[config.mk]
export PLATFORM = sky130hd
export DESIGN_NAME = smb_reg_slave
export DESIGN_NICKNAME = d
export VERILOG_FILES = /design/src/rtl/smb_reg_pkg.sv /design/src/rtl/smb_line_sync.sv /design/src/rtl/smb_addr_strap.sv /design/src/rtl/smb_idle_timer.sv /design/src/rtl/smb_reg_slave.sv
export SDC_FILE = /design/constraint.sdc
export NUM_CORES = 1
export LEC_CHECK = 0
export BUFFER_PORTS_ARGS = -buffer_cell sky130_fd_sc_hd__buf_2
export CAP_MARGIN = 20
export CORE_UTILIZATION = 57
export DETAILED_ROUTE_END_ITERATION = 8
export PLACE_DENSITY = 0.86
export SYNTH_ARGS = -nofsm -noshare
export SYNTH_HDL_FRONTEND = slang
export SYNTH_SLANG_ARGS = --single-unit
[constraint.sdc]
create_clock -name clk -period 7.1 [get_ports clk]
set_clock_uncertainty 0.2 [all_clocks]
set_input_delay 1.42 -clock clk [delete_from_list [all_inputs] [get_ports clk]]
set_output_delay 1.42 -clock clk [all_outputs]
set_load 0.1 [all_outputs]
[src/rtl/smb_reg_pkg.sv]
package smb_reg_pkg;
  localparam logic [3:0] ADDR_HI = 4'b0011;
  localparam int BYTE_BITS = 8;

  typedef enum logic [2:0] {
    ST_IDLE,
    ST_ADDR,
    ST_WRITE,
    ST_READ,
    ST_SKIP
  } slv_state_e;
endpackage

[src/rtl/smb_line_sync.sv]
module smb_line_sync #(
  parameter int SYNC_STAGES = 2
) (
  input  logic clk,
  input  logic rst_n,
  input  logic scl_i,
  input  logic sda_i,
  output logic scl_s,
  output logic sda_s,
  output logic scl_rise,
  output logic scl_fall,
  output logic start_evt,
  output logic stop_evt,
  output logic sda_edge
);
  localparam int TOP = SYNC_STAGES - 1;

  logic [TOP:0] scl_ff, sda_ff;
  logic         scl_p, sda_p;

  always_ff @(posedge clk or negedge rst_n) begin
    if (!rst_n) begin
      scl_ff <= '1;
      sda_ff <= '1;
      scl_p  <= 1'b1;
      sda_p  <= 1'b1;
    end else begin
      scl_ff <= {scl_ff[TOP-1:0], scl_i};
      sda_ff <= {sda_ff[TOP-1:0], sda_i};
      scl_p  <= scl_ff[TOP];
      sda_p  <= sda_ff[TOP];
    end
  end

  assign scl_s     = scl_ff[TOP];
  assign sda_s     = sda_ff[TOP];
  assign scl_rise  = scl_s & ~scl_p;
  assign scl_fall  = ~scl_s & scl_p;
  assign sda_edge  = sda_s ^ sda_p;
  assign start_evt = scl_s & scl_p & sda_p & ~sda_s;
  assign stop_evt  = scl_s & scl_p & ~sda_p & sda_s;
endmodule

[src/rtl/smb_addr_strap.sv]
module smb_addr_strap #(
  parameter int STRAP_W = 3
) (
  input  logic               clk,
  input  logic               rst_n,
  input  logic [STRAP_W-1:0] strap_i,
  input  logic               match_evt,
  output logic [STRAP_W-1:0] addr_lsb,
  output logic               locked
);
  logic               seen;
  logic [STRAP_W-1:0] held;

  always_ff @(posedge clk or negedge rst_n) begin
    if (!rst_n) begin
      seen   <= 1'b0;
      locked <= 1'b0;
      held   <= '0;
    end else if (match_evt && !locked) begin
      if (seen) begin
        locked <= 1'b1;
        held   <= strap_i;
      end else begin
        seen <= 1'b1;
      end
    end
  end

  assign addr_lsb = locked ? held : strap_i;
endmodule

[src/rtl/smb_idle_timer.sv]
module smb_idle_timer #(
  parameter int TIMEOUT_CYC = 1000
) (
  input  logic clk,
  input  logic rst_n,
  input  logic active,
  input  logic sda_edge,
  output logic expired
);
  localparam int CNT_W = $clog2(TIMEOUT_CYC + 1);
  localparam logic [CNT_W-1:0] LAST = CNT_W'(TIMEOUT_CYC - 1);

  logic [CNT_W-1:0] cnt;

  assign expired = active && !sda_edge && (cnt == LAST);

  always_ff @(posedge clk or negedge rst_n) begin
    if (!rst_n) begin
      cnt <= '0;
    end else if (!active || sda_edge || expired) begin
      cnt <= '0;
    end else begin
      cnt <= cnt + 1'b1;
    end
  end
endmodule

[src/rtl/smb_reg_slave.sv]
module smb_reg_slave
  import smb_reg_pkg::*;
#(
  parameter int              NREG        = 8,
  parameter int              REG_W       = 16,
  parameter logic [NREG-1:0] WR_MASK     = 8'b0001_1110,
  parameter int              TIMEOUT_CYC = 15_000_000,
  parameter int              SYNC_STAGES = 2
) (
  input  logic                  clk,
  input  logic                  rst_n,
  input  logic                  scl_i,
  input  logic                  sda_i,
  output logic                  sda_oe_o,
  input  logic [2:0]            strap_i,
  input  logic [NREG*REG_W-1:0] regs_i,
  output logic [7:0]            ptr_o,
  output logic                  rd_stb_o,
  output logic                  wr_valid_o,
  output logic [7:0]            wr_ptr_o,
  output logic [REG_W-1:0]      wr_data_o,
  output logic [6:0]            addr_o
);
  localparam int IDXW = (NREG > 1) ? $clog2(NREG) : 1;
  localparam logic [3:0] LAST_BIT = 4'(BYTE_BITS);
  localparam logic [3:0] ACK_BIT  = 4'(BYTE_BITS + 1);

  logic scl_s, sda_s, scl_rise, scl_fall, start_evt, stop_evt, sda_edge;
  logic tmo, match_evt, addr_locked, addr_hit, slv_idle, writable;
  logic [2:0] addr_lsb;

  slv_state_e       state;
  logic [3:0]       bitcnt;
  logic [7:0]       shreg;
  logic [REG_W-1:0] tx;
  logic [1:0]       byte_idx;
  logic [7:0]       ptr, hi;
  logic             mnack;
  logic [REG_W-1:0] rd_word;
  logic [REG_W-1:0] bank [NREG];

  smb_line_sync #(.SYNC_STAGES(SYNC_STAGES)) u_sync (
    .clk(clk), .rst_n(rst_n), .scl_i(scl_i), .sda_i(sda_i),
    .scl_s(scl_s), .sda_s(sda_s), .scl_rise(scl_rise), .scl_fall(scl_fall),
    .start_evt(start_evt), .stop_evt(stop_evt), .sda_edge(sda_edge)
  );

  smb_addr_strap #(.STRAP_W(3)) u_strap (
    .clk(clk), .rst_n(rst_n), .strap_i(strap_i), .match_evt(match_evt),
    .addr_lsb(addr_lsb), .locked(addr_locked)
  );

  smb_idle_timer #(.TIMEOUT_CYC(TIMEOUT_CYC)) u_timer (
    .clk(clk), .rst_n(rst_n), .active(!slv_idle), .sda_edge(sda_edge),
    .expired(tmo)
  );

  for (genvar g = 0; g < NREG; g++) begin : g_bank
    assign bank[g] = regs_i[g*REG_W +: REG_W];
  end

  assign addr_o    = {ADDR_HI, addr_lsb};
  assign addr_hit  = (shreg[7:1] == addr_o);
  assign slv_idle  = (state == ST_IDLE);
  assign match_evt = !tmo && scl_fall && (state == ST_ADDR) &&
                     (bitcnt == LAST_BIT) && addr_hit;
  assign rd_word   = (32'(ptr) < NREG) ? bank[ptr[IDXW-1:0]] : '0;
  assign writable  = (32'(ptr) < NREG) && WR_MASK[ptr[IDXW-1:0]];
  assign ptr_o     = ptr;

  always_ff @(posedge clk or negedge rst_n) begin
    if (!rst_n) begin
      state      <= ST_IDLE;
      bitcnt     <= '0;
      shreg      <= '0;
      tx         <= '1;
      byte_idx   <= '0;
      ptr        <= '0;
      hi         <= '0;
      mnack      <= 1'b0;
      sda_oe_o   <= 1'b0;
      wr_valid_o <= 1'b0;
      wr_ptr_o   <= '0;
      wr_data_o  <= '0;
      rd_stb_o   <= 1'b0;
    end else begin
      wr_valid_o <= 1'b0;
      rd_stb_o   <= 1'b0;
      if (tmo) begin
        state    <= ST_IDLE;
        sda_oe_o <= 1'b0;
      end else if (start_evt) begin
        state    <= ST_ADDR;
        bitcnt   <= '0;
        byte_idx <= '0;
        sda_oe_o <= 1'b0;
      end else if (stop_evt) begin
        state    <= ST_IDLE;
        sda_oe_o <= 1'b0;
      end else if (scl_rise) begin
        if (state == ST_ADDR || state == ST_WRITE || state == ST_READ) begin
          bitcnt <= bitcnt + 1'b1;
          if (bitcnt < LAST_BIT && state != ST_READ)
            shreg <= {shreg[6:0], sda_s};
          if (bitcnt == LAST_BIT && state == ST_READ)
            mnack <= sda_s;
        end
      end else if (scl_fall) begin
        case (state)
          ST_ADDR: begin
            if (bitcnt == LAST_BIT) begin
              if (addr_hit) sda_oe_o <= 1'b1;
              else          state    <= ST_SKIP;
            end else if (bitcnt == ACK_BIT) begin
              bitcnt <= '0;
              if (shreg[0]) begin
                state    <= ST_READ;
                sda_oe_o <= ~rd_word[REG_W-1];
                tx       <= {rd_word[REG_W-2:0], 1'b1};
                rd_stb_o <= 1'b1;
              end else begin
                state    <= ST_WRITE;
                sda_oe_o <= 1'b0;
              end
            end
          end
          ST_WRITE: begin
            if (bitcnt == LAST_BIT) begin
              sda_oe_o <= 1'b1;
              case (byte_idx)
                2'd0: ptr <= shreg;
                2'd1: hi  <= shreg;
                2'd2: begin
                  if (writable) begin
                    wr_valid_o <= 1'b1;
                    wr_ptr_o   <= ptr;
                    wr_data_o  <= {hi, shreg};
                  end
                end
                default: ;
              endcase
              if (byte_idx != 2'd3) byte_idx <= byte_idx + 1'b1;
            end else if (bitcnt == ACK_BIT) begin
              sda_oe_o <= 1'b0;
              bitcnt   <= '0;
            end
          end
          ST_READ: begin
            if (bitcnt >= 4'd1 && bitcnt < LAST_BIT) begin
              sda_oe_o <= ~tx[REG_W-1];
              tx       <= {tx[REG_W-2:0], 1'b1};
            end else if (bitcnt == LAST_BIT) begin
              sda_oe_o <= 1'b0;
            end else if (bitcnt == ACK_BIT) begin
              bitcnt <= '0;
              if (mnack) begin
                state    <= ST_SKIP;
                sda_oe_o <= 1'b0;
              end else begin
                sda_oe_o <= ~tx[REG_W-1];
                tx       <= {tx[REG_W-2:0], 1'b1};
              end
            end
          end
          default: ;
        endcase
      end
    end
  end
endmodule

Yosys cells after proc, flatten, opt, wreduce, memory -nomap -nowiden
Memories as Yosys holds them, arrays and structs flattened. Cells that the tools add are included.

Bits in registers: 112. Memories: 1. Input bits: 135. Bits in read-only memories: 8. Logic and storage cells: 202.

Memories: (name not given) (depth 8, bits a word 1, read ports 1, clocked after Yosys merged registers in 0, write ports 0, line smb_reg_slave.sv:68) `assign writable = (32'(ptr) < NREG) && WR_MASK[ptr[IDXW-1:0]];`.

Add/subtract/negate cells: 3. Order comparisons: 5. Equal/unequal tests: 31. Reduce and logical (&&, ||, !) cells: 43. Muxes and demuxes: 79. Bitwise gates (word level): 19.

Operators by type and width (number): 16-bit two-way mux (10); 16-bit binary-select mux with 3-bit select (1); 3-bit two-way mux (13); 1-bit two-way mux (35); 4-bit two-way mux (8); 16-bit case mux with 2 select lines (1); 24-bit by 1-bit adder with 24-bit output (second input constant) (1); 24-bit equality test (second input constant) (1); 24-bit two-way mux (1); 6-bit AND reduction (3); 9-bit AND reduction (2); 8-bit AND reduction (2); 5-bit != test (second input constant) (3); 2-bit two-way mux (7); 7-bit AND reduction (2); 6-bit by 4-bit != test with 1-bit output (second input constant) (2); 6-bit != test (second input constant) (2); 12-bit AND reduction (1); 1-bit logical AND (11); 1-bit inverter (10); 2-bit nonzero test (5); 3-bit by 2-bit != test with 1-bit output (second input constant) (3); 4-bit equality test (second input constant) (2); 8-bit by 4-bit < comparator with 1-bit output (second input constant) (1); other kinds (34) (53).

Longest topological paths before layout
Gate-level depths: netlist (run 1).

Depth in word-level cells: 15. Mapped depth: 9.

By module
A second synthesis (run 1) with hierarchy kept.

Cells, all modules: 519. Area total of the unflattened synthesis: 6198.4 µm².

Modules (own cells, without submodules): smb_reg_slave (area an instance 4533.1 µm², times used 1, cells an instance 362, seq. area each 1920.6 µm²); smb_idle_timer (area an instance 1223.7 µm², times used 1, cells an instance 130, seq. area each 600.6 µm²); smb_addr_strap (area an instance 242.7 µm², times used 1, cells an instance 16, seq. area each 125.1 µm²); smb_line_sync (area an instance 198.9 µm², times used 1, cells an instance 11, seq. area each 157.7 µm²).

Worst setup path before layout (run 1)
OpenSTA, ideal clock, no wires.

Path type: input to output. Start point: input strap_i[0]. End point: output addr_o[0]. Required time: 5.480 ns. Arrival: 1.906 ns. Slack: 3.574 ns. Stages: 1. Path buffers: 0. Path through: mux2_2.

Cells in the longest elaborated chain, start to end: 1.

Ends and longest elaborated chain: from (decl) (line smb_reg_slave.sv:15) `input logic [2:0] strap_i,`; 3-bit two-way mux (line smb_addr_strap.sv:29) `assign addr_lsb = locked ? held : strap_i;`; to (decl) (line smb_reg_slave.sv:22) `output logic [6:0] addr_o`.

No other way between the ends.

Worst setup path in the final report (run 1)
Same ends and word-level chain as after synthesis.

==> impl_metrics.toml, run 1 <==
[critical_path]
cp_slowest_stage_delay_ns = 0.30
worstPathCellList = "buf_2 -> mux2_2 -> buf_2"
cp_max_fo = 2
worstSetupPathType = "input port to output pin"
critical-path-top-delay-family = "buffers and inverters"
crit_path_end = "addr_o[0]"
timing.critical_path.required_ns = 5.48
worstSetupStartpointType = "input port"
crit_cells = 3
worst_ep_arrival_time_ns = 2.10
critPathCaptureType = "output pin"
r2r-end = "tx[2]$_DFFE_PN1P_"
crit_path_top_delay_cell = "sky130_fd_sc_hd__buf_2"
crit-reg2reg-launch = "state[0]$_DFFE_PN0P_"
timing.critical_path.mode_cell = "sky130_fd_sc_hd__buf_2"
critPathBufInv = 2
r2r_setup_slk_ns = 3.61
reg2reg_depth = 6
crit_path_start = "strap_i[0]"

[worst_hold_path]
worstHoldPathType = "flip-flop to flip-flop"

[placement]
portBuffers = 172
pre_cts_ws_ns = 3.38
globalplace.congestion = 0.874
hpwlAfterDp_mm = 11.8
dpl_cell_area_um2 = 7140

[grt]
grt_remaining_overflow = 0
grt_pass1_wl_mm = 24.3
vias_in_the_first_global_route = 4790
grt_max_degree = 61
number_of_antenna_violations_at_the_first_check_in_global_routing = 0
grt_usage_pct = 27.9

[logic_synthesis]
ys_async_sr_fraction_pct = 100
synth-edff-count = 0
synth-seq-cells = 111
synth_area_leaders = "sky130_fd_sc_hd__dfrtp_1, sky130_fd_sc_hd__mux4_2, sky130_fd_sc_hd__mux2_2"
yosys_warning_count = 0
post_synth_inst_count = 523
syn_area_um2 = 6210
yosysUniqueCellTypes = 59
syn_avg_cell_area_um2 = 11.9
yosysTopAreaCell = "sky130_fd_sc_hd__dfrtp_1"
yosysSeqAreaShare_pct = 45.2
synth_top_cell_area_share_pct = 36.3
postSynth.topFlopCell = "sky130_fd_sc_hd__dfrtp_1"

[sta]
totalNegativeSetupSlack_ns = 0
setup_ws_ns = 3.38
final-hold-violation-count = 0
finalSetupViolCount = 0
post-route-period-util_pct = 52.4
setup_repair_after_global_routing_missed_its_margin = "false"
fmaxAchievable_mhz = 269
min_period_ns = 3.72
finalMaxSlewViolations = 0
worst_pin_slew_ns = 1.12
timing.max_slew.rel_slack_pct = 25.5

[drt]
ant_nets = 0
routed_wirelength_mm = 16.1
first_drt_pass_iteration_count = 5
wire_per_inst_um = 19.4
remaining_drc_errors = 0
viasPerCell = 6.03
vias = 4981
first_iter_violations = 392

[floorplan]
io-pin-count = 177
placeableCoreArea_um2 = 10500
die_y_um = 106
floorplan.initialDensity_pct = 59.4
row_count = 37
area_of_the_die_um2 = 11300
die_x_um = 106

[final_layout]
synth_to_layout_area_growth_pct = 19.0
multi_input_gate_area_um2 = 3240
layout.area.seq_um2 = 2810
n_antenna_cell = 0
drive_above_1_share_pct = 47.0
design.final.nets = 832
nFillCells = 767
final_area_um2 = 7390

[clock_tree]
post_cts_buffers = 0
clock_sink_count = 111
clock_tree.root_cell = "sky130_fd_sc_hd__clkbuf_8"
cts_inserted_buffers = 9
cts_tree = "yes"
cts_buffer_depth = 2
post_cts_resized = 0
cts.hold.buffers_added = 0
clkSlewWorstSetupHoldPaths_ns = 0.10
worst_skew_pair.late_latency_ns = 0.38
htree_levels = 3

[power_and_ir_drop]
leakagePower_nw = 3.44
power_density_nw_per_um2 = 206
vdd.ir_drop.worst_mv = 0.166
report.power.total_w = 0.00152

[job]
maxcap_violations = 0

[outcome]
run_status = "finished, final reports clean"
-- stage by stage --
step                hold slack (ns)  utilization [%]  cells
CTS                           0.163             70.2    824
floorplan                     0.145                -    525
global placement              0.150             68.3    808
detailed placement            0.147             68.3    808
global route                  0.172             70.6    826
finish                        0.161             70.6    826
-- layer usage --
metal  global-route usage [%]  wire length, um  vias to the layer above
met5                        0                0                        -
met1                     37.3             6700                     2541
li1                         -                -                     2211
met4                     9.13              243                        0
met3                     4.17              932                       22
met2                     46.8             8180                      207
-- cells in the mapped netlist, drive strengths merged, types with 2 or more instances --
master   count
buf         13
dfstp       21
nor4bb       2
a21o         2
nand4bb      2
or2          2
or4          4
nor2        40
nand3b       2
a21oi       10
and3         5
xnor2       10
mux2        65
nor3         8
nand2b       5
nand4        7
or3          6
nand3       12
mux2i       16
nand4b       2
xor2        15
and4         2
and2         4
o31ai        2
o21ai       28
dfrtp       90
conb         2
nor2b       10
nand2       44
clkbuf      14
mux4        32
or3b         3
ha          12
nor4         5
inv         12
-- worst min-delay path by stage --
stage	start	end	slack [ns]	cells past startpoint
final	u_sync.scl_ff[0]$_DFF_PN1_	u_sync.scl_ff[1]$_DFF_PN1_	0.16	0
after CTS	u_sync.scl_ff[0]$_DFF_PN1_	u_sync.scl_ff[1]$_DFF_PN1_	0.16	0
after global placement	u_sync.sda_ff[0]$_DFF_PN1_	u_sync.sda_ff[1]$_DFF_PN1_	0.15	0
after global routing	u_sync.scl_ff[0]$_DFF_PN1_	u_sync.scl_ff[1]$_DFF_PN1_	0.17	0
after floorplan	u_sync.scl_ff[0]$_DFF_PN1_	u_sync.scl_ff[1]$_DFF_PN1_	0.15	0
after detailed placement	u_sync.scl_ff[0]$_DFF_PN1_	u_sync.scl_ff[1]$_DFF_PN1_	0.15	0
-- cell usage in the layout, fill, tap and decap left out, drive strengths merged, types with 2 or more instances in the layout --
cell / synthesis / routed
buf: 13 / 176
dfrtp: 90 / 90
mux2: 65 / 65
nand2: 44 / 44
nor2: 40 / 40
mux4: 32 / 32
o21ai: 28 / 28
dfstp: 21 / 21
inv: 12 / 18
mux2i: 16 / 16
xor2: 15 / 15
nand3: 12 / 12
ha: 12 / 12
nor2b: 10 / 10
xnor2: 10 / 10
a21oi: 10 / 10
clkbuf: 14 / 9
nor3: 8 / 8
nand4: 7 / 7
or3: 6 / 6
nor4: 5 / 5
and3: 5 / 5
nand2b: 5 / 5
conb: 2 / 4
and2: 4 / 4
or4: 4 / 4
or3b: 3 / 3
nor4bb: 2 / 2
nand4b: 2 / 2
or2: 2 / 2
and4: 2 / 2
nand3b: 2 / 2
nand4bb: 2 / 2
a21o: 2 / 2
o31ai: 2 / 2
-- layout make-up --
type                       count  area share [%]
multi-input combinational    375            43.9
sequential                   111            38.0
timing repair buffer         176            12.5
tap                          136            2.30
clock buffer                   9            1.68
clock inverter                 7            1.03
inverter                      12           0.610
-- flip-flops by register name (all words and copies together) (netlist names), 2 cells and up --
name and flops:
u_timer.cnt 24, wr_data_o 16, tx 15, hi 8
ptr_o 8, shreg 8, wr_ptr_o 8, bitcnt 4
state 3, u_strap.held 3, byte_idx 2, u_sync.scl_ff 2
u_sync.sda_ff 2
-- kinds of logic (layout without fill, tap and decap cells) --
kind of cell	count (synthesis)	after routing	synth area share, %
AOI/OAI and AO/OA	53	53	5.10
xor gates and xnor gates	25	25	3.53
adders and majority gates	12	12	2.42
buffers and inverters	39	204	2.90
DFF	111	111	45.2
muxes	113	113	26.6
other	2	4	0.121
and+or+nand+nor	168	168	14.2
-- report_power, final --
| group | total [W] | internal (W) | switching, W | leakage (nW) |
|---|---|---|---|---|
| sequential | 0.000788 | 0.000704 | 0.0000839 | 1.46 |
| clock | 0.000388 | 0.000143 | 0.000245 | 0.103 |
| combinational | 0.000344 | 0.000152 | 0.000192 | 1.88 |
| total | 0.00152 | 0.000999 | 0.000521 | 3.44 |
(Power assumes the default switching activity.)
==> run 2: changes to the inputs <==
--- a/config.mk
+++ b/config.mk
@@ -5,11 +5,12 @@
 export SDC_FILE = /design/constraint.sdc
 export NUM_CORES = 1
 export LEC_CHECK = 0
+export ABC_AREA = 1
 export BUFFER_PORTS_ARGS = -buffer_cell sky130_fd_sc_hd__buf_2
 export CAP_MARGIN = 20
-export CORE_UTILIZATION = 57
+export CORE_UTILIZATION = 49
 export DETAILED_ROUTE_END_ITERATION = 8
-export PLACE_DENSITY = 0.86
+export PLACE_DENSITY = 0.78
 export SYNTH_ARGS = -nofsm -noshare
 export SYNTH_HDL_FRONTEND = slang
 export SYNTH_SLANG_ARGS = --single-unit
==> constraint.sdc (replaced) <==
create_clock -name clk -period 3.3 [get_ports clk]
set_clock_uncertainty 0.2 [all_clocks]
set_input_delay 0.66 -clock clk [delete_from_list [all_inputs] [get_ports clk]]
set_output_delay 0.66 -clock clk [all_outputs]
set_load 0.1 [all_outputs]
==> run 2 against run 1 <==
Sequential power increased by 130%; critical endpoint is now ptr_o[0]; register-to-register slack got worse by 3.0 ns; clock-buffer cell count increased by 2; synthesized cell count increased by 82%; total power increased by 150%; die area increased by 27%; sequential share of layout area decreased by 2.9 points; worst setup slack got worse by 2.8 ns.
==> impl_metrics.toml, run 2 <==
[logic_synthesis]
post_synth_inst_count = 950
synth_most_common_cell = "sky130_fd_sc_hd__nand2_1"
synth-seq-cells = 111
yosysTopAreaCell = "sky130_fd_sc_hd__dfrtp_1"
synth-edff-count = 0
syn_area_um2 = 6790
yosys_warning_count = 0
synth_common_cells = "sky130_fd_sc_hd__nand2_1, sky130_fd_sc_hd__nor2_1, sky130_fd_sc_hd__o21ai_0"
yosysUniqueCellTypes = 36
synth_area_leaders = "sky130_fd_sc_hd__dfrtp_1, sky130_fd_sc_hd__nand2_1, sky130_fd_sc_hd__o21ai_0"
synth_top_cell_area_share_pct = 33.2
syn_avg_cell_area_um2 = 7.15
postSynth.topFlopCell = "sky130_fd_sc_hd__dfrtp_1"
ys_async_sr_fraction_pct = 100
yosysSeqAreaShare_pct = 41.3

[floorplan]
die_y_um = 120
floorplan.initialDensity_pct = 50.7
die_x_um = 120
area_of_the_die_um2 = 14300
io-pin-count = 177
placeableCoreArea_um2 = 13400
row_count = 42

[sta]
min_period_ns = 2.72
finalMaxSlewViolations = 0
setup_repair_after_global_routing_missed_its_margin = "false"
post-route-period-util_pct = 82.6
whs_ns = 0.107
final-hold-violation-count = 0
timing.max_slew.rel_slack_pct = 56.3
fmaxAchievable_mhz = 367
totalNegativeSetupSlack_ns = 0
worst_pin_slew_ns = 0.656
finalSetupViolCount = 0

[final_layout]
largest_reg_flops = 24
final_common_cell = "sky130_fd_sc_hd__nand2_1"
most-common-layout-cells = "sky130_fd_sc_hd__nand2_1, sky130_fd_sc_hd__buf_2, sky130_fd_sc_hd__nor2_1"
nFillCells = 1279
multi_input_gate_area_um2 = 3440
layout.area.seq_um2 = 2800
drive_above_1_share_pct = 22.2
reg.largest.list = "u_timer.cnt: 24 flops, wr_data_o: 16 flops, tx: 15 flops"
synth_to_layout_area_growth_pct = 17.6
n_antenna_cell = 0
design.final.nets = 1247
post_layout_nonfiller_instances = 1281
registers.top_by_ff_count = "u_timer.cnt"
final_util_pct = 59.6

[drt]
viasPerCell = 5.33
first_iter_violations = 366
remaining_drc_errors = 0
first_drt_pass_iteration_count = 5
wire_per_inst_um = 14.9
ant_nets = 0
routed_wirelength_mm = 19.1
vias = 6825

[critical_path]
timing.critical_path.required_ns = 2.44
r2r-end = "wr_data_o[0]$_DFFE_PN0P_"
worstPathCellList = "buf_4 -> buf_2"
worst_ep_arrival_time_ns = 1.86
cp_max_fo = 41
crit_path_start = "ptr_o[0]$_DFFE_PN0P_"
worstSetupPathType = "flip-flop to output pin"
crit-reg2reg-launch = "bitcnt[0]$_DFFE_PN0P_"
cp_slowest_stage_delay_ns = 0.59
crit_path_top_delay_cell = "sky130_fd_sc_hd__dfrtp_1"
worstSetupStartpointType = "flip-flop"
r2r_setup_slk_ns = 0.61
reg2reg_depth = 8
crit_path_end = "ptr_o[0]"
critPathCaptureType = "output pin"

[clock_tree]
cts_tree = "yes"
cts_inserted_buffers = 9
clock_sink_count = 111
cts.hold.buffers_added = 0
clock_tree.root_cell = "sky130_fd_sc_hd__clkbuf_16"
worst_skew_pair.late_latency_ns = 0.36
post_cts_resized = 0
post_cts_buffers = 0
cts_buffer_depth = 2
htree_levels = 3
clkSlewWorstSetupHoldPaths_ns = 0.07

[placement]
globalplace.congestion = 0.936
place_inst = 1265
portBuffers = 172
hpwlAfterDp_mm = 14.1

[job]
maxcap_violations = 0

[outcome]
run_status = "finished, final reports clean"

[grt]
vias_in_the_first_global_route = 6283
grt_remaining_overflow = 0
grt_max_degree = 66
grt_pass1_wl_mm = 30.7
number_of_antenna_violations_at_the_first_check_in_global_routing = 0
grt_usage_pct = 27.2

[power_and_ir_drop]
pwr-share-clk_pct = 27.6
pwr-share-comb_pct = 25.0
vdd.ir_drop.worst_mv = 0.363
switching_power_w = 0.00132
power_density_nw_per_um2 = 476
sequential_group_share_of_total_power_pct = 47.3
leakagePower_nw = 4.01
report.power.total_w = 0.00380
cell_internal_pwr_w = 0.00248
switching_share_pct = 34.6

[worst_hold_path]
worstHoldPathType = "input port to async pin"
run 2: kinds of logic (layout without fill, tap and decap cells):
kind of cell	Yosys count	count (layout)	synth area share, %
other cells	2	4	0.111
xor+xnor	18	18	2.32
buf+inv	121	274	8.14
simple gates	516	516	31.8
compound gates	170	170	14.1
flops	111	111	41.3
fa+ha+maj	12	12	2.21
run 2: critical path, delay by kind of cell, from the launching register on:
family	cells	cell delay (ns)
buffers and inverters	2	0.90
flip-flops	1	0.59
run 2: worst min path at each step:
stage                                     startpoint                         end  slack, ns  cells past startpoint
final                                          rst_n    u_timer.cnt[2]$_DFF_PN0_       0.11                      1
after global routing                           rst_n       bitcnt[2]$_DFFE_PN0P_       0.15                      1
after CTS                                      rst_n       bitcnt[2]$_DFFE_PN0P_       0.11                      1
after detailed placement  u_sync.sda_ff[0]$_DFF_PN1_  u_sync.sda_ff[1]$_DFF_PN1_       0.15                      0
after global placement    u_sync.scl_ff[0]$_DFF_PN1_  u_sync.scl_ff[1]$_DFF_PN1_       0.15                      0
after floorplan           u_sync.scl_ff[0]$_DFF_PN1_  u_sync.scl_ff[1]$_DFF_PN1_       0.15                      0
run 2: per-stage QoR:
step	cell area, um^2	setup WS (ns)
final	7990	0.575
after global routing	7990	0.383
after CTS	7990	0.580
after detailed placement	7700	0.661
after global placement	7700	0.773
after floorplan	6800	0.179
run 2: layout make-up:
type | count | share of cell area, %
inverters | 76 | 3.57
well taps | 176 | 2.76
flip-flops and latches | 111 | 35.1
clock buffers | 11 | 3.04
clock inverters | 5 | 0.517
repair buffers | 182 | 11.9
multi-input cells | 720 | 43.1
run 2: metal layers:
layer	vias up	track usage, %	share of wire [%]
met5	-	0	0
met4	0	12.3	3.2
met3	41	4.52	5.0
met2	229	46.2	48
met1	3170	34.0	44
li1	3385	-	-
run 2: power groups by stage:
stage,registers [W],logic [W],clock network (W)
2_1_floorplan,0.00179,0.000680,0
3_3_place_gp,0.00182,0.000935,0
3_5_place_dp,0.00182,0.000949,0
4_1_cts,0.00180,0.000955,0.00107
5_1_grt,0.00183,0.00110,0.00112
6_report,0.00180,0.000950,0.00105
==> run 3: changes to the inputs <==
--- a/config.mk
+++ b/config.mk
@@ -5,10 +5,10 @@
 export SDC_FILE = /design/constraint.sdc
 export NUM_CORES = 1
 export LEC_CHECK = 0
-export ABC_AREA = 1
+export ABC_AREA = 0
 export BUFFER_PORTS_ARGS = -buffer_cell sky130_fd_sc_hd__buf_2
 export CAP_MARGIN = 20
-export CORE_UTILIZATION = 49
+export CORE_UTILIZATION = 48
 export DETAILED_ROUTE_END_ITERATION = 8
 export PLACE_DENSITY = 0.78
 export SYNTH_ARGS = -nofsm -noshare
==> constraint.sdc (replaced) <==
create_clock -name clk -period 2.5 [get_ports clk]
set_clock_uncertainty 0.2 [all_clocks]
set_input_delay 0.5 -clock clk [delete_from_list [all_inputs] [get_ports clk]]
set_output_delay 0.5 -clock clk [all_outputs]
set_load 0.1 [all_outputs]
==> run 3 against run 2 <==
The run now ends with negative setup slack left; total power grew 28%; first-iteration DRC count shrank 6.8%; sequential cell count is the same; critical endpoint is now wr_data_o[12]$_DFFE_PN0P_; largest power group unchanged.
==> impl_metrics.toml, run 3 (same netlist as run 1, synthesis figures left out) <==
[drt]
length_of_routed_met2_wiring_mm = 8.86
routed_wirelength_mm = 17.3
viasPerCell = 5.68
vias = 5187
first_iter_violations = 341
ant_nets = 0
met1Wirelength_mm = 6.74
wire_per_inst_um = 18.9
wl_met3_mm = 1.10
topRoutingLayerUsed = "met4"
remaining_drc_errors = 0
first_drt_pass_iteration_count = 5

[critical_path]
worstSetupStartpointType = "flip-flop"
timing.critical_path.required_ns = 2.55
worstSetupPathType = "flip-flop to flip-flop"
worst_ep_arrival_time_ns = 2.61
cp_max_fo = 6
critPathCaptureType = "flip-flop"
reg2reg_depth = 7

[floorplan]
floorplan.initialDensity_pct = 49.2
area_of_the_die_um2 = 13400
die_y_um = 116
row_count = 41
io-pin-count = 177
placeableCoreArea_um2 = 12600
die_x_um = 116

[clock_tree]
worst_skew_pair.late_latency_ns = 0.36
clock_sink_count = 111
clkSlewWorstSetupHoldPaths_ns = 0.08
cts_tree = "yes"
clock_tree.root_cell = "sky130_fd_sc_hd__clkbuf_16"
cts_inserted_buffers = 9
htree_levels = 3
cts_buffer_depth = 2

[power_and_ir_drop]
leakagePower_nw = 3.75
power_density_nw_per_um2 = 603
report.power.total_w = 0.00488
vdd.ir_drop.worst_mv = 0.489

[sta]
finalSetupViolCount = 14
totalNegativeSetupSlack_ns = -0.368
fmaxAchievable_mhz = 391
final-hold-violation-count = 0
finalMaxSlewViolations = 0
setup_ws_ns = -0.0579
post-route-period-util_pct = 102
setup_repair_after_global_routing_missed_its_margin = "true"
min_period_ns = 2.56

[grt]
number_of_antenna_violations_at_the_first_check_in_global_routing = 1
grt_pass1_wl_mm = 25.1
grt_usage_pct = 24.6
grt_remaining_overflow = 0
vias_in_the_first_global_route = 5109
grt_max_degree = 50

[worst_hold_path]
worstHoldPathCells = 1
worstHoldPathType = "input port to flip-flop"

[placement]
dpl_cell_area_um2 = 7500
globalplace.congestion = 0.934
portBuffers = 172
place_inst = 879
hpwlAfterDp_mm = 12.6
pre_cts_ws_ns = -0.0951

[final_layout]
largest_reg_flops = 24
most-common-layout-cells = "sky130_fd_sc_hd__buf_2, sky130_fd_sc_hd__dfrtp_1, sky130_fd_sc_hd__mux2_2"
synth_to_layout_area_growth_pct = 30.4
design.final.nets = 883
drive_above_1_share_pct = 52.8
final_common_cell = "sky130_fd_sc_hd__buf_2"
final_area_um2 = 8100
post_layout_nonfiller_instances = 914
reg.largest.list = "u_timer.cnt: 24 flops, wr_data_o: 16 flops, tx: 15 flops"
registers.top_by_ff_count = "u_timer.cnt"

[outcome]
failed_checks = "negative setup slack"
run_status = "finished, violations left"

[job]
maxcap_violations = 0
## run 3: metrics by stage
stage | hold WS (ns) | util, %
after floorplan | 0.00441 | -
final | 0.0330 | 64.1
after CTS | 0.0269 | 62.7
after global placement | 0.154 | 59.5
after detailed placement | 0.154 | 59.5
after global routing | 0.0276 | 64.1
## run 3: area by class of cell
type | count | area [um^2]
Fill cell | 961 | 4520
Inverter | 12 | 45.0
Antenna cell | 1 | 2.50
Clock buffer | 9 | 225
Multi-Input combinational cell | 376 | 3390
Timing Repair Buffer | 226 | 1320
Tap cell | 172 | 215
Sequential cell | 111 | 2810
Clock inverter | 7 | 85.1
## run 3: timing repair
item / 4_1_cts / 5_1_grt
buffers inserted: 5 / 11
endpoints found under the setup margin: 60 / 65
hold buffers: 1 / 0
gates resized for setup: 7 / 29
endpoints found under the hold margin: 20 / 0
cloned: 2 / 1
pin swaps: 1 / 3
## run 3: metal layers
layer  vias up  GRT usage (%)
met4         0           11.1
met3        37           4.65
met1      2590           29.2
met2       241           43.4
met5         -              0
li1       2319              -
## run 3: worst max-delay path, stage by stage, from the launching register on
cell                      delay [ns]
sky130_fd_sc_hd__dfstp_2        0.58
sky130_fd_sc_hd__inv_2          0.06
sky130_fd_sc_hd__ha_4           0.16
sky130_fd_sc_hd__or4_4          0.55
sky130_fd_sc_hd__nor3_4         0.26
sky130_fd_sc_hd__buf_4          0.16
sky130_fd_sc_hd__buf_8          0.12
sky130_fd_sc_hd__mux2_2         0.34
## run 3: where the power goes
group / internal [W] / leakage [nW] / switching, W
clock network: 0.000720 / 0.147 / 0.000744
registers: 0.00200 / 1.45 / 0.000218
logic: 0.000570 / 2.14 / 0.000629
## run 3: final timing paths
| path | startpoint | end | slack [ns] |
|---|---|---|---|
| worst max-delay path | u_sync.scl_p$_DFF_PN1_ | wr_data_o[12]$_DFFE_PN0P_ | -0.06 |
| worst min-delay path | scl_i | u_sync.scl_ff[0]$_DFF_PN1_ | 0.03 |
| worst max register to register | u_sync.scl_p$_DFF_PN1_ | wr_data_o[12]$_DFFE_PN0P_ | -0.06 |
| worst min register to register | u_sync.sda_ff[0]$_DFF_PN1_ | u_sync.sda_ff[1]$_DFF_PN1_ | 0.16 |
| max in group asynchronous | rst_n | tx[15]$_DFFE_PN1P_ | 1.05 |
| min in group asynchronous | rst_n | hi[1]$_DFFE_PN0P_ | 0.37 |
